**src/rtl/muldiv_pkg.sv**
```systemverilog
package muldiv_pkg;
  typedef enum logic [1:0] {
    OP_NONE = 2'd0,
    OP_MUL  = 2'd1,
    OP_DIV  = 2'd2
  } muldiv_op_e;
endpackage

```
**src/rtl/muldiv_ctrl.sv**
```systemverilog
module muldiv_ctrl
  import muldiv_pkg::*;
#(
  parameter int MUL_STEPS = 8,
  parameter int DIV_STEPS = 16
) (
  input  logic       clk_i,
  input  logic       rst_ni,
  input  logic       mul_start_i,
  input  logic       div_start_i,
  output muldiv_op_e load_o,
  output muldiv_op_e step_o,
  output logic       busy_o
);
  localparam int MAX_STEPS = (MUL_STEPS > DIV_STEPS) ? MUL_STEPS : DIV_STEPS;
  localparam int CNT_W     = $clog2(MAX_STEPS + 1);

  logic [CNT_W-1:0] mul_cnt_q, div_cnt_q;
  logic             mul_run, div_run;

  assign mul_run = (mul_cnt_q != '0);
  assign div_run = (div_cnt_q != '0);
  assign busy_o  = mul_run | div_run;

  // multiply wins a simultaneous request
  always_comb begin
    if (mul_start_i)      load_o = OP_MUL;
    else if (div_start_i) load_o = OP_DIV;
    else                  load_o = OP_NONE;
  end

  always_comb begin
    step_o = OP_NONE;
    if (load_o == OP_NONE) begin
      if (mul_run)      step_o = OP_MUL;
      else if (div_run) step_o = OP_DIV;
    end
  end

  always_ff @(posedge clk_i or negedge rst_ni) begin
    if (!rst_ni) begin
      mul_cnt_q <= '0;
      div_cnt_q <= '0;
    end else begin
      unique case (load_o)
        OP_MUL: begin
          mul_cnt_q <= CNT_W'(MUL_STEPS);
          div_cnt_q <= '0;
        end
        OP_DIV: begin
          mul_cnt_q <= '0;
          div_cnt_q <= CNT_W'(DIV_STEPS);
        end
        default: begin
          if (mul_run) mul_cnt_q <= mul_cnt_q - 1'b1;
          if (div_run) div_cnt_q <= div_cnt_q - 1'b1;
        end
      endcase
    end
  end


  mul_cnt_dec_chk: assert property (@(posedge clk_i) disable iff (!rst_ni)
    (!mul_start_i && !div_start_i && mul_run) |=> (mul_cnt_q == $past(mul_cnt_q) - 1'b1));


  div_cnt_dec_chk: assert property (@(posedge clk_i) disable iff (!rst_ni)
    (!mul_start_i && !div_start_i && div_run) |=> (div_cnt_q == $past(div_cnt_q) - 1'b1));


  single_op_chk: assert property (@(posedge clk_i) disable iff (!rst_ni)
    !(mul_run && div_run));


  mul_priority_chk: assert property (@(posedge clk_i) disable iff (!rst_ni)
    (mul_start_i && div_start_i) |=> (mul_run && !div_run));
endmodule

```
**src/rtl/muldiv_mul_step.sv**
```systemverilog
module muldiv_mul_step #(
  parameter int ACC_W = 16,
  parameter int SH_W  = 24
) (
  input  logic [ACC_W-1:0] acc_i,
  input  logic [ACC_W-1:0] quo_i,
  input  logic [SH_W-1:0]  sh_i,
  output logic [ACC_W-1:0] acc_o,
  output logic [ACC_W-1:0] quo_o,
  output logic [SH_W-1:0]  sh_o
);
  logic [SH_W-1:0] sum;

  assign sum   = SH_W'(acc_i) + sh_i;
  assign acc_o = quo_i[0] ? sum[ACC_W-1:0] : acc_i;
  assign quo_o = quo_i >> 1;
  assign sh_o  = sh_i << 1;

  logic unused_hi;
  assign unused_hi = ^sum[SH_W-1:ACC_W];
endmodule

```
**src/rtl/muldiv_div_step.sv**
```systemverilog
module muldiv_div_step #(
  parameter int ACC_W = 16,
  parameter int SH_W  = 24
) (
  input  logic [ACC_W-1:0] acc_i,
  input  logic [ACC_W-1:0] quo_i,
  input  logic [SH_W-1:0]  sh_i,
  output logic [ACC_W-1:0] acc_o,
  output logic [ACC_W-1:0] quo_o,
  output logic [SH_W-1:0]  sh_o
);
  logic [SH_W-1:0] acc_ext, diff;
  logic            fits;

  assign sh_o    = sh_i >> 1;
  assign acc_ext = SH_W'(acc_i);
  assign fits    = (acc_ext >= sh_o);
  assign diff    = acc_ext - sh_o;
  assign acc_o   = fits ? diff[ACC_W-1:0] : acc_i;
  assign quo_o   = {quo_i[ACC_W-2:0], fits};

  logic unused_hi;
  assign unused_hi = ^diff[SH_W-1:ACC_W];
endmodule

```
**src/rtl/muldiv_unit.sv**
```systemverilog
module muldiv_unit
  import muldiv_pkg::*;
#(
  parameter int OP_W  = 8,
  parameter int ACC_W = 16
) (
  input  logic             clk_i,
  input  logic             rst_ni,
  input  logic             mul_start_i,
  input  logic [OP_W-1:0]  mcand_i,
  input  logic [OP_W-1:0]  mplier_i,
  input  logic             div_start_i,
  input  logic [ACC_W-1:0] dividend_i,
  input  logic [OP_W-1:0]  divisor_i,
  output logic [ACC_W-1:0] acc_o,
  output logic [ACC_W-1:0] quo_o,
  output logic             busy_o
);
  localparam int SH_W = OP_W + ACC_W;

  muldiv_op_e       load_op, step_op;
  logic [ACC_W-1:0] acc_q, quo_q;
  logic [SH_W-1:0]  sh_q;
  logic [ACC_W-1:0] m_acc, m_quo, d_acc, d_quo;
  logic [SH_W-1:0]  m_sh, d_sh;

  muldiv_ctrl #(
    .MUL_STEPS(OP_W),
    .DIV_STEPS(ACC_W)
  ) u_ctrl (
    .clk_i      (clk_i),
    .rst_ni     (rst_ni),
    .mul_start_i(mul_start_i),
    .div_start_i(div_start_i),
    .load_o     (load_op),
    .step_o     (step_op),
    .busy_o     (busy_o)
  );

  muldiv_mul_step #(.ACC_W(ACC_W), .SH_W(SH_W)) u_mul (
    .acc_i(acc_q), .quo_i(quo_q), .sh_i(sh_q),
    .acc_o(m_acc), .quo_o(m_quo), .sh_o(m_sh)
  );

  muldiv_div_step #(.ACC_W(ACC_W), .SH_W(SH_W)) u_div (
    .acc_i(acc_q), .quo_i(quo_q), .sh_i(sh_q),
    .acc_o(d_acc), .quo_o(d_quo), .sh_o(d_sh)
  );

  always_ff @(posedge clk_i or negedge rst_ni) begin
    if (!rst_ni) begin
      acc_q <= '0;
      quo_q <= '0;
      sh_q  <= '0;
    end else if (load_op == OP_MUL) begin
      acc_q <= '0;
      quo_q <= ACC_W'(mplier_i);
      sh_q  <= SH_W'(mcand_i);
    end else if (load_op == OP_DIV) begin
      acc_q <= dividend_i;
      quo_q <= '0;
      sh_q  <= {divisor_i, {ACC_W{1'b0}}};
    end else if (step_op == OP_MUL) begin
      acc_q <= m_acc;
      quo_q <= m_quo;
      sh_q  <= m_sh;
    end else if (step_op == OP_DIV) begin
      acc_q <= d_acc;
      quo_q <= d_quo;
      sh_q  <= d_sh;
    end
  end

  assign acc_o = acc_q;
  assign quo_o = quo_q;


  start_busy_chk: assert property (@(posedge clk_i) disable iff (!rst_ni)
    (mul_start_i || div_start_i) |=> busy_o);


  idle_hold_chk: assert property (@(posedge clk_i) disable iff (!rst_ni)
    (!busy_o && !mul_start_i && !div_start_i) |=> ($stable(acc_o) && $stable(quo_o)));


  mul_skip_chk: assert property (@(posedge clk_i) disable iff (!rst_ni)
    (step_op == OP_MUL && !quo_q[0]) |=> $stable(acc_q));


  rem_shrink_chk: assert property (@(posedge clk_i) disable iff (!rst_ni)
    (step_op == OP_DIV) |=> (acc_q <= $past(acc_q)));
endmodule

```
**config.mk**
```make
export PLATFORM = sky130hd
export DESIGN_NAME = muldiv_unit
export DESIGN_NICKNAME = d
export VERILOG_FILES = /design/src/rtl/muldiv_pkg.sv /design/src/rtl/muldiv_ctrl.sv /design/src/rtl/muldiv_mul_step.sv /design/src/rtl/muldiv_div_step.sv /design/src/rtl/muldiv_unit.sv
export SDC_FILE = /design/constraint.sdc
export NUM_CORES = 1
export LEC_CHECK = 0
export ABC_AREA = 1
export CORE_MARGIN = 2
export CORE_UTILIZATION = 25
export CTS_CLUSTER_DIAMETER = 200
export DETAILED_ROUTE_END_ITERATION = 12
export HOLD_SLACK_MARGIN = 0.1
export PLACE_DENSITY = 0.51
export SLEW_MARGIN = 5
export SYNTH_ARGS = -nofsm -noshare
export SYNTH_HDL_FRONTEND = slang
export SYNTH_SLANG_ARGS = --single-unit
```
**constraint.sdc**
```tcl
create_clock -name clk_i -period 3.8 [get_ports clk_i]
set_input_delay 0.57 -clock clk_i [delete_from_list [all_inputs] [get_ports clk_i]]
set_output_delay 0.57 -clock clk_i [all_outputs]
set_load 0.05 [all_outputs]
```
; Yosys cells after proc, flatten, opt, wreduce, memory -nomap -nowiden
; Cells that the tools add are included.
[totals]
word_cells = 47
memories = 0
regBits = 66
mem_bits_rw = 0
latch_bits = 0
inputBits = 44
out_inout_bits = 33
rom_bits = 0
[classes]
muxes = 23
order_cmp = 1
div_mod_pow = 0
addsub = 4
n_eq_ne = 5
n_bitwise = 1
n_reduce_logical = 8
shifts = 0
mul = 0
[ops]
columns = operator, count
row1 = $mux 16, 10
row2 = $mux 24, 4
row3 = $ge 16x23->1, 1
row4 = $pmux 5 s2, 2
row5 = $add 16x16->16, 1
row6 = $sub 16x16->16, 1
row7 = $mux 2, 5
row8 = $mux 5, 2
row9 = $reduce_bool 5->1, 2
row10 = $sub 5x1->5 const B, 2
row11 = $reduce_bool 4->1, 2
row12 = $reduce_bool 3->1, 2
row13 = $eq 2x1->1 const B, 2
row14 = $eq 2x2->1 const B, 2
row15 = $ne 4x4->1 const B, 1
row16 = $reduce_and 3->1, 1
row17 = $logic_not 2->1, 1
row18 = $or 1x1->1, 1

; Logic depth before layout (Yosys ltp)
; Gate-level depths: netlist (run 1).
[logic_depth]
depth_word = 9
mapped_depth = 25
mapped_depth_nobuf = 24

; Cells and area by module
; From an unflattened synthesis (run 1), not the netlist that was laid out.
[hier_totals]
cells_unflattened = 1229
hier_area_um2 = 7273.2
[modules_own_cells]
columns = mod, n_inst, cells_per_inst, seq_area_each_um2, area_per_inst_um2
row1 = muldiv_unit, 1, 549, 1401.3, 3479.6
row2 = muldiv_div_step, 1, 342, 0.0, 1805.5
row3 = muldiv_mul_step, 1, 262, 0.0, 1392.6
row4 = muldiv_ctrl, 1, 76, 250.2, 595.6

; Worst setup path before layout (run 1)
; Ideal clock, no wire load.
[synth_timing]
kind = reg2reg
startpoint = reg u_ctrl.mul_cnt_q[0]
endpoint = reg acc_q[14], in the netlist acc_o[14]
required_time_ps = 3682
synth_period_minus_slack_ps = 2963
n_path_buf = 2
setup_time_ps = 118
slack_ps = 837
arrival_ps = 2845
stages_incl_launch_ff = 24
path_cell_list = dfrtp_1 -> inv_1 -> ha_1 -> inv_1 -> nor2_1 -> nand2_4 -> inv_4 -> nor2_4 -> buf_6 -> buf_2 -> o21ai_0 -> inv_1 -> ha_1 -> fa_1 -> nand3_1 -> nand3_1 -> nand2_1 -> nand2_1 -> nand3b_1 -> nand3_1 -> nand3_1 -> nand2_1 -> nand3_1 -> nand2_1
[synth_via]
elab_chain_len = 7
elab_cells_between_ends = 12
classes_between = 3 x eq/ne / 5 x mux / 4 x reduce/logical
[synth_lines]
columns = element, line_no
row1 = "start, declared", muldiv_ctrl.sv:18  ; logic [CNT_W-1:0] mul_cnt_q, div_cnt_q;
row2 = "start signal, assigned", muldiv_ctrl.sv:47  ; mul_cnt_q <= CNT_W'(MUL_STEPS);
row3 = "start signal, assigned", muldiv_ctrl.sv:55  ; if (mul_run) mul_cnt_q <= mul_cnt_q - 1'b1;
row4 = $reduce_bool 5->1 *, muldiv_ctrl.sv:21  ; assign mul_run = (mul_cnt_q != '0);
row5 = $mux 2 *, muldiv_ctrl.sv:35  ; if (mul_run) step_o = OP_MUL;
row6 = $mux 2 *, muldiv_ctrl.sv:34  ; if (load_o == OP_NONE) begin
row7 = $eq 2x1->1, muldiv_unit.sv:63  ; end else if (step_op == OP_MUL) begin
row8 = $mux 16, muldiv_unit.sv:63
row9 = $mux 16, muldiv_unit.sv:59  ; end else if (load_op == OP_DIV) begin
row10 = $mux 16, muldiv_unit.sv:55  ; end else if (load_op == OP_MUL) begin
row11 = "end signal, assigned", muldiv_unit.sv:60  ; acc_q <= dividend_i;
row12 = "end signal, assigned", muldiv_unit.sv:64  ; acc_q <= m_acc;
row13 = "end, declared", muldiv_unit.sv:22  ; logic [ACC_W-1:0] acc_q, quo_q;
; Mark *: on every way between the ends. The rest lies on a longest branch, timed or not.
; A chain may end at the register's enable or synchronous reset.

; Worst setup path in the final report (run 1)
[layout_timing]
startpoint = reg u_ctrl.mul_cnt_q[0]
endpoint = reg acc_q[15], in the netlist acc_o[15]
; Same word-level chain as after synthesis.

==> summary.md, run 1 <==
| Metric | Value |
|---|---|
| Outcome | finished, final reports clean |
| Worst Setup Start Kind | flop |
| HP Class | input pin to asynchronous set/reset pin |
| Area share of the largest cell type after synthesis | 0.324 |
| Std cell rows | 52 |
| Critical R2R Capture | acc_o[15]$_DFFE_PN0P_ |
| Area Growth Syn to Fin | 26.6% |
| First-pass GRT wire length | 26.6 mm |
| TNS Setup | 0 ns |
| Die X | 147 µm |
| Fin Hold WS | 0.266 ns |
| Vias per cell | 4.77 |
| Cell mode on critical path | nand2_1 |
| Cell Count, Final, Fillers Out | 1065 |
| RSZ-0062 raised after global routing | no |
| DRT Wirelength | 16.6 mm |
| Final Cell Area | 6450 µm² |
| Total GRT Usage | 0.157 |
| Combinational family with the most area after synthesis | simple AND/OR/NAND/NOR gates |
| PwrDens | 622 nW/µm² |
| DRT antenna net count | 0 |
| Die ar. | 21500 µm² |
| First-pass DRT Iterations | 5 |
| Lkg Pwr | 3.07 nW |
| Die H | 147 µm |
| Worst path slowest cell | dfrtp_1 |
| Netlist cell types | 48 |
| PostCTS Resize Cnt | 0 |
| Critical Path RT | 4.04 ns |
| Syn Std Cell Area | 5100 µm² |
| DR iter-0 viols | 337 |
| IO Count | 77 |
| Post-CTS Hold Fix Bufs | 0 |
| Mapped Nets | 800 |
| Worst VDD drop | 0.221 mV |
| Max-cap violations | 0 |
| Reg2reg start | u_ctrl.mul_cnt_q[0]$_DFFE_PN0P_ |
| Wire length per cell | 15.6 µm |
| Synthesized area per cell | 7.13 µm² |
| Final hold violations | 0 |
| GP Congestion | 0.877 |
| Top cells by count, synth | 186 x nand2_1, 78 x inv_1, 73 x nor2_1 |
| Final worst path period share | 0.873 |
| Starting Density | 0.254 |
| Flop2flop setup slack | 0.48 ns |
| Yosys reg bits | 66 |
| Largest net degree at the start of global routing | 34 |
| Fin. max-slew vios | 0 |
| Cell family with most CP delay | simple AND/OR/NAND/NOR gates |
| Mux cell area share after synthesis | 0 |
| CP Cell Sequence | inv_1 -> ha_1 -> inv_1 -> nor2_1 -> nand2_4 -> inv_4 -> nor2_4 -> inv_4 -> nor2_1 -> a31o_2 -> ha_1 -> a21oi_1 -> nand2_1 -> nand2_1 -> nand2_1 -> a21oi_1 -> inv_1 -> nand2_1 -> nand3_1 -> nand2_1 -> nand2_1 |
| Most common cell in the synthesized netlist | nand2_1 |
| Crit path largest cell delay | 0.36 ns |
| Initial antenna violation count | 0 |
| Placed cells | 1049 |
| Slew headroom | 0.537 |
| Yosys warns | 0 |
| Core area | 20100 µm² |
| Fmax | 301 MHz |
| Async SR Flop Fraction | 1.00 |
| Worst reg2reg path depth | 21 |
| Worst-Skew Late Latency | 0.35 ns |
| Critical path peak fanout | 30 |
| Grt total ovfl | 0 |
| Post-CTS Setup Inserts | 0 |
| Dpl cell area | 6130 µm² |
| Worst EP arrival | 3.56 ns |
| Num CTS Buffers | 9 |
| Setup CP Type | flop to flop |
| Sink Count | 66 |
| Final clock skew | 0.00621 ns |
| Area share of xor/xnor cells in the synthesized design | 0.0103 |
| Sequential share of the synthesized area | 0.324 |
| Post-Synth Simple-Gate Area | 0.272 |
| # fillers | 2180 |
| Layout cells sized above 1 | 0.0667 |
| Final setup fails | 0 |
| Synth Area in Compound Gates | 0.198 |
| Synthesized instance count | 715 |
| Routed length on met3 | 572 µm |
| Root Buffer | clkbuf_16 |
| Least-Margin Pin Slew | 0.694 ns |
| # DRC | 0 |
| Post-Synth Adder-Cell Area | 0.102 |
| Ys flop type | dfrtp_1 |
| Routed met1 length | 7.88 mm |
| Hpwl dp | 12.5 mm |
| Max Used Layer | met4 |
| Met2 WL | 7.74 mm |
| DR vias | 5084 |
| CTS tree | built |
| CP endpoint kind | flop |
| Min Clock Period, post-route | 3.32 ns |
| Number of global-route vias before repair | 4956 |
| Clock Pin Slew Worst Setup and Hold Paths | 0.06 ns |
| Ant. Diodes | 0 |
| Deepest clock path buffer count | 2 |
| H-tree level count | 3 |
| Top cells by area, synth | dfrtp_1 32%, nand2_1 14%, ha_1 9.8%, inv_1 5.7%, nor2_1 5.4% |
| Cell taking the most area after synthesis | dfrtp_1 |
| NumNets Final | 875 |
| EDFF count, synth | 0 |
| # port buffers | 76 |
| Worst path bufs/invs | 5 |
[kinds of logic (layout without fill, tap and decap cells)]
kind of cell / count (synthesis) / in the layout
AND/OR/NAND/NOR: 323 / 323
adder cells (fa/ha/maj): 41 / 41
XOR/XNOR: 6 / 6
flip-flops: 66 / 66
buffers and inverters: 109 / 189
AO/OA/AOI/OAI: 170 / 170
[sequential cells by signal, summed over array words and instances, names as in the netlist]
signal            cells
sh_q                 24
u_ctrl.div_cnt_q      5
quo_o                16
u_ctrl.mul_cnt_q      5
acc_o                16
[layout make-up]
type | instances | area [µm²] | area share
sequential | 66 | 1650 | 0.256
multi-input combinational | 540 | 2970 | 0.461
inverter | 86 | 333 | 0.0516
timing repair buffer | 87 | 838 | 0.130
clock buffer | 10 | 229 | 0.0355
tap | 270 | 338 | 0.0524
clock inverter | 6 | 90.1 | 0.0140
[routing by layer]
layer  vias to the layer above  global-route usage
li1                       2558                   -
met1                      2388               0.209
met2                       113               0.256
met3                        25              0.0258
met4                         0              0.0617
met5                         -                   0
[power breakdown]
part           internal, W  switching (W)
clock             0.000577       0.000348
sequential        0.000821       0.000155
combinational     0.000738        0.00137
total              0.00214        0.00188
[cell usage in the layout, fill, tap and decap left out, types with 2 or more instances in the layout]
master / instances
a221oi_1: 6
a21oi_1: 54
or2_2: 2
o21ai_0: 52
clkbuf_16: 9
xor2_1: 4
inv_2: 4
nor3_1: 4
inv_1: 78
nand3b_1: 2
o21ai_1: 2
and2_1: 2
nand3_1: 36
a21o_1: 3
inv_4: 4
bufinv_16: 2
nand4_1: 5
nand2_4: 2
nor2_2: 3
buf_4: 11
clkdlybuf4s50_1: 75
a211oi_1: 9
a22o_1: 2
o211ai_1: 4
o22ai_1: 16
dfrtp_1: 66
o221ai_1: 4
xnor2_1: 2
o31ai_1: 2
ha_1: 40
nor2_1: 72
nand2_1: 186
a32oi_1: 4
a22oi_1: 6
nand2_2: 3
nor2_8: 2
[how the worst max path moves through the flow]
stage / startpoint / to / depth (start not counted) / slack, ns
floorplan: u_ctrl.mul_cnt_q[0]$_DFFE_PN0P_ / acc_o[14]$_DFFE_PN0P_ / 23 / 0.84
global placement: div_start_i / acc_o[8]$_DFFE_PN0P_ / 20 / 0.18
detailed placement: div_start_i / acc_o[10]$_DFFE_PN0P_ / 18 / 0.17
CTS: u_ctrl.mul_cnt_q[0]$_DFFE_PN0P_ / acc_o[15]$_DFFE_PN0P_ / 21 / 0.44
global route: u_ctrl.mul_cnt_q[0]$_DFFE_PN0P_ / acc_o[15]$_DFFE_PN0P_ / 21 / 0.11
finish: u_ctrl.mul_cnt_q[0]$_DFFE_PN0P_ / acc_o[15]$_DFFE_PN0P_ / 21 / 0.48
[metrics by stage]
step           total power, W  utilization  setup slack, ns
4_1_cts               0.00405        0.321            0.437
3_5_place_dp          0.00310        0.305            0.166
3_3_place_gp          0.00310        0.305            0.183
5_1_grt               0.00435        0.321            0.111
6_report              0.00401        0.321            0.483
2_1_floorplan         0.00246            -            0.837
Power figures use the tool's default switching activity.
==> run 2, diff against run 1 <==
--- a/config.mk
+++ b/config.mk
@@ -6,13 +6,14 @@
 export NUM_CORES = 1
 export LEC_CHECK = 0
 export ABC_AREA = 1
+export CORE_ASPECT_RATIO = 0.75
 export CORE_MARGIN = 2
 export CORE_UTILIZATION = 25
 export CTS_CLUSTER_DIAMETER = 200
 export DETAILED_ROUTE_END_ITERATION = 12
 export HOLD_SLACK_MARGIN = 0.1
 export PLACE_DENSITY = 0.51
-export SLEW_MARGIN = 5
+export SLEW_MARGIN = 20
 export SYNTH_ARGS = -nofsm -noshare
 export SYNTH_HDL_FRONTEND = slang
 export SYNTH_SLANG_ARGS = --single-unit
==> run 2 against run 1 <==
Count of clock-buffer cells in the layout is the same. Critical path depth down 4. Worst setup slack improved by 0.025 ns. Clock power up 7.5%. Global-route usage up 0.37 points. Power increased by 2.9%. Combinational power rose by 2%. Design area grew 0.16%. Non-clock buffer count unchanged. Highest routed layer unchanged. Clock skew grew 0.0029 ns.
==> summary.md, run 2 (synthesis gave the netlist of run 1 again) <==
| Metric | Value |
|---|---|
| Critical path peak fanout | 20 |
| Reg2reg start | u_ctrl.mul_cnt_q[0]$_DFFE_PN0P_ |
| Wire length per cell | 16.0 µm |
| Placed cells | 1037 |
| Switching pwr | 0.00192 W |
| Post-CTS Hold Fix Bufs | 0 |
| Max-cap violations | 0 |
| # port buffers | 76 |
| TNS Setup | 0 ns |
| CP endpoint kind | flop |
| Max FFs per register | 24 |
| Slew headroom | 0.383 |
| Min Clock Period, post-route | 3.29 ns |
| Cell family with most CP delay | simple AND/OR/NAND/NOR gates |
| CP Cell Sequence | clkdlybuf4s50_1 -> nor2_8 -> inv_4 -> nor2_4 -> buf_4 -> nor3_1 -> a211oi_1 -> ha_1 -> a21oi_1 -> nor2_1 -> nor2_1 -> nand3_1 -> or2_2 -> nand3_1 -> nand2_1 -> nand2_1 -> nand2_1 |
| Die H | 128 µm |
| PwrDens | 639 nW/µm² |
| HP Class | input pin to asynchronous set/reset pin |
| Largest net degree at the start of global routing | 67 |
| First-pass GRT wire length | 27.0 mm |
| M1 GR Usage | 0.252 |
| Die ar. | 21600 µm² |
| Grt total ovfl | 0 |
| DRT antenna net count | 0 |
| Core area | 20100 µm² |
| Combinational Power Share | 0.522 |
| Fin. max-slew vios | 0 |
| Flop2flop setup slack | 0.53 ns |
| CTS tree | built |
| Ant. Diodes | 0 |
| Worst reg2reg path depth | 21 |
| Critical Path RT | 4.04 ns |
| Final worst path period share | 0.866 |
| Levels on crit path | 17 |
| PostCTS Resize Cnt | 0 |
| Fmax | 304 MHz |
| Clock power share | 0.241 |
| GP Congestion | 0.862 |
| Switch share | 0.464 |
| Post-CTS Setup Inserts | 0 |
| Initial antenna violation count | 0 |
| Deepest clock path buffer count | 2 |
| Root Buffer | clkbuf_16 |
| Starting Density | 0.254 |
| Cell mode on critical path | nand2_1 |
| Number of global-route vias before repair | 4759 |
| CP Launch Point | div_start_i |
| Worst EP arrival | 3.53 ns |
| Least-Margin Pin Slew | 0.925 ns |
| NumNets Final | 875 |
| Worst VDD drop | 0.264 mV |
| Layout cells sized above 1 | 0.0667 |
| Layer with the highest usage | met1 |
| Hpwl dp | 12.3 mm |
| Critical R2R Capture | acc_o[13]$_DFFE_PN0P_ |
| Worst-Skew Late Latency | 0.34 ns |
| Outcome | finished, final reports clean |
| Sink Count | 66 |
| Worst path bufs/invs | 3 |
| # DRC | 0 |
| Std cell rows | 45 |
| Cell Count, Final, Fillers Out | 1053 |
| Worst Setup EP | acc_o[10]$_DFFE_PN0P_ |
| IO Count | 77 |
| Die X | 169 µm |
| DRT Wirelength | 16.8 mm |
| DR vias | 5088 |
| Lkg Pwr | 3.08 nW |
| RSZ-0062 raised after global routing | no |
| Final hold violations | 0 |
| DR iter-0 viols | 340 |
| Vias per cell | 4.83 |
| Worst Setup Start Kind | input pin |
| Setup CP Type | input pin to flop |
| Most common cell after layout, fill and taps aside | nand2_1 |
| Top reg by flops | sh_q |
| Total GRT Usage | 0.161 |
| Final setup fails | 0 |
| Num CTS Buffers | 9 |
| Global-route met3 utilization | 0.0361 |
| H-tree level count | 3 |
| Crit path largest cell delay | 0.50 ns |
| Clock Pin Slew Worst Setup and Hold Paths | 0.06 ns |
| Sequential share of power | 0.237 |
| Worst path slowest cell | clkdlybuf4s50_1 |
| Area Growth Syn to Fin | 26.8% |
| Internal | 0.00222 W |
| Most frequent cells in the layout | 186 x nand2_1, 78 x inv_1, 75 x clkdlybuf4s50_1, 72 x nor2_1, 66 x dfrtp_1 |
| M2 GR Usage | 0.224 |
| First-pass DRT Iterations | 4 |
| Final clock skew | 0.00910 ns |
run 2: per-layer routing:
metal,up-vias,wire length (µm)
met4,0,133
met3,8,1080
met1,2352,8730
met2,180,6880
met5,-,0
li1,2548,-
run 2: metrics by stage:
stage               setup WS, ns  total power [W]  utilization  hold WS, ns  area [µm²]
floorplan                  0.837          0.00246            -        0.274        5100
global placement           0.199          0.00313        0.304        0.468        6120
detailed placement         0.164          0.00312        0.304        0.472        6120
CTS                        0.516          0.00415        0.322        0.487        6460
global route               0.191          0.00447        0.322        0.513        6460
finish                     0.508          0.00413        0.322        0.428        6460
run 2: final cells by class:
class                           count  area [µm²]
Tap cell                          258         323
Clock inverter                      6         115
Sequential cell                    66        1650
Inverter                           86         333
Timing Repair Buffer               87         838
Clock buffer                       10         229
Multi-Input combinational cell    540        2970
Fill cell                        2165       13600
run 2: worst min path at each step:
stage	end	start	slack [ns]	cells after the start
final	quo_o[4]$_DFFE_PN0P_	rst_ni	0.43	2
after global routing	u_ctrl.div_cnt_q[3]$_DFFE_PN0P_	u_ctrl.div_cnt_q[3]$_DFFE_PN0P_	0.51	1
after CTS	quo_o[4]$_DFFE_PN0P_	rst_ni	0.49	2
after detailed placement	u_ctrl.div_cnt_q[3]$_DFFE_PN0P_	u_ctrl.div_cnt_q[3]$_DFFE_PN0P_	0.47	1
after global placement	u_ctrl.div_cnt_q[3]$_DFFE_PN0P_	u_ctrl.div_cnt_q[3]$_DFFE_PN0P_	0.47	1
after floorplan	acc_o[0]$_DFFE_PN0P_	rst_ni	0.27	0
run 2: power by group through the flow:
stage	Combinational (W)	Clock, W	Sequential [W]
finish	0.00216	0.000994	0.000981
global route	0.00242	0.00105	0.00100
CTS	0.00215	0.00102	0.000984
detailed placement	0.00213	0	0.000995
global placement	0.00213	0	0.000996
floorplan	0.00124	0	0.00122
==> run 3, diff against run 2 <==
--- a/config.mk
+++ b/config.mk
@@ -6,6 +6,7 @@
 export NUM_CORES = 1
 export LEC_CHECK = 0
 export ABC_AREA = 1
+export CAP_MARGIN = 20
 export CORE_ASPECT_RATIO = 0.75
 export CORE_MARGIN = 2
 export CORE_UTILIZATION = 25
@@ -13,7 +14,6 @@
 export DETAILED_ROUTE_END_ITERATION = 12
 export HOLD_SLACK_MARGIN = 0.1
 export PLACE_DENSITY = 0.51
-export SLEW_MARGIN = 20
 export SYNTH_ARGS = -nofsm -noshare
 export SYNTH_HDL_FRONTEND = slang
 export SYNTH_SLANG_ARGS = --single-unit
==> results of run 3 <==
The final DEF is identical to that of run 2; final timing and power are the same.
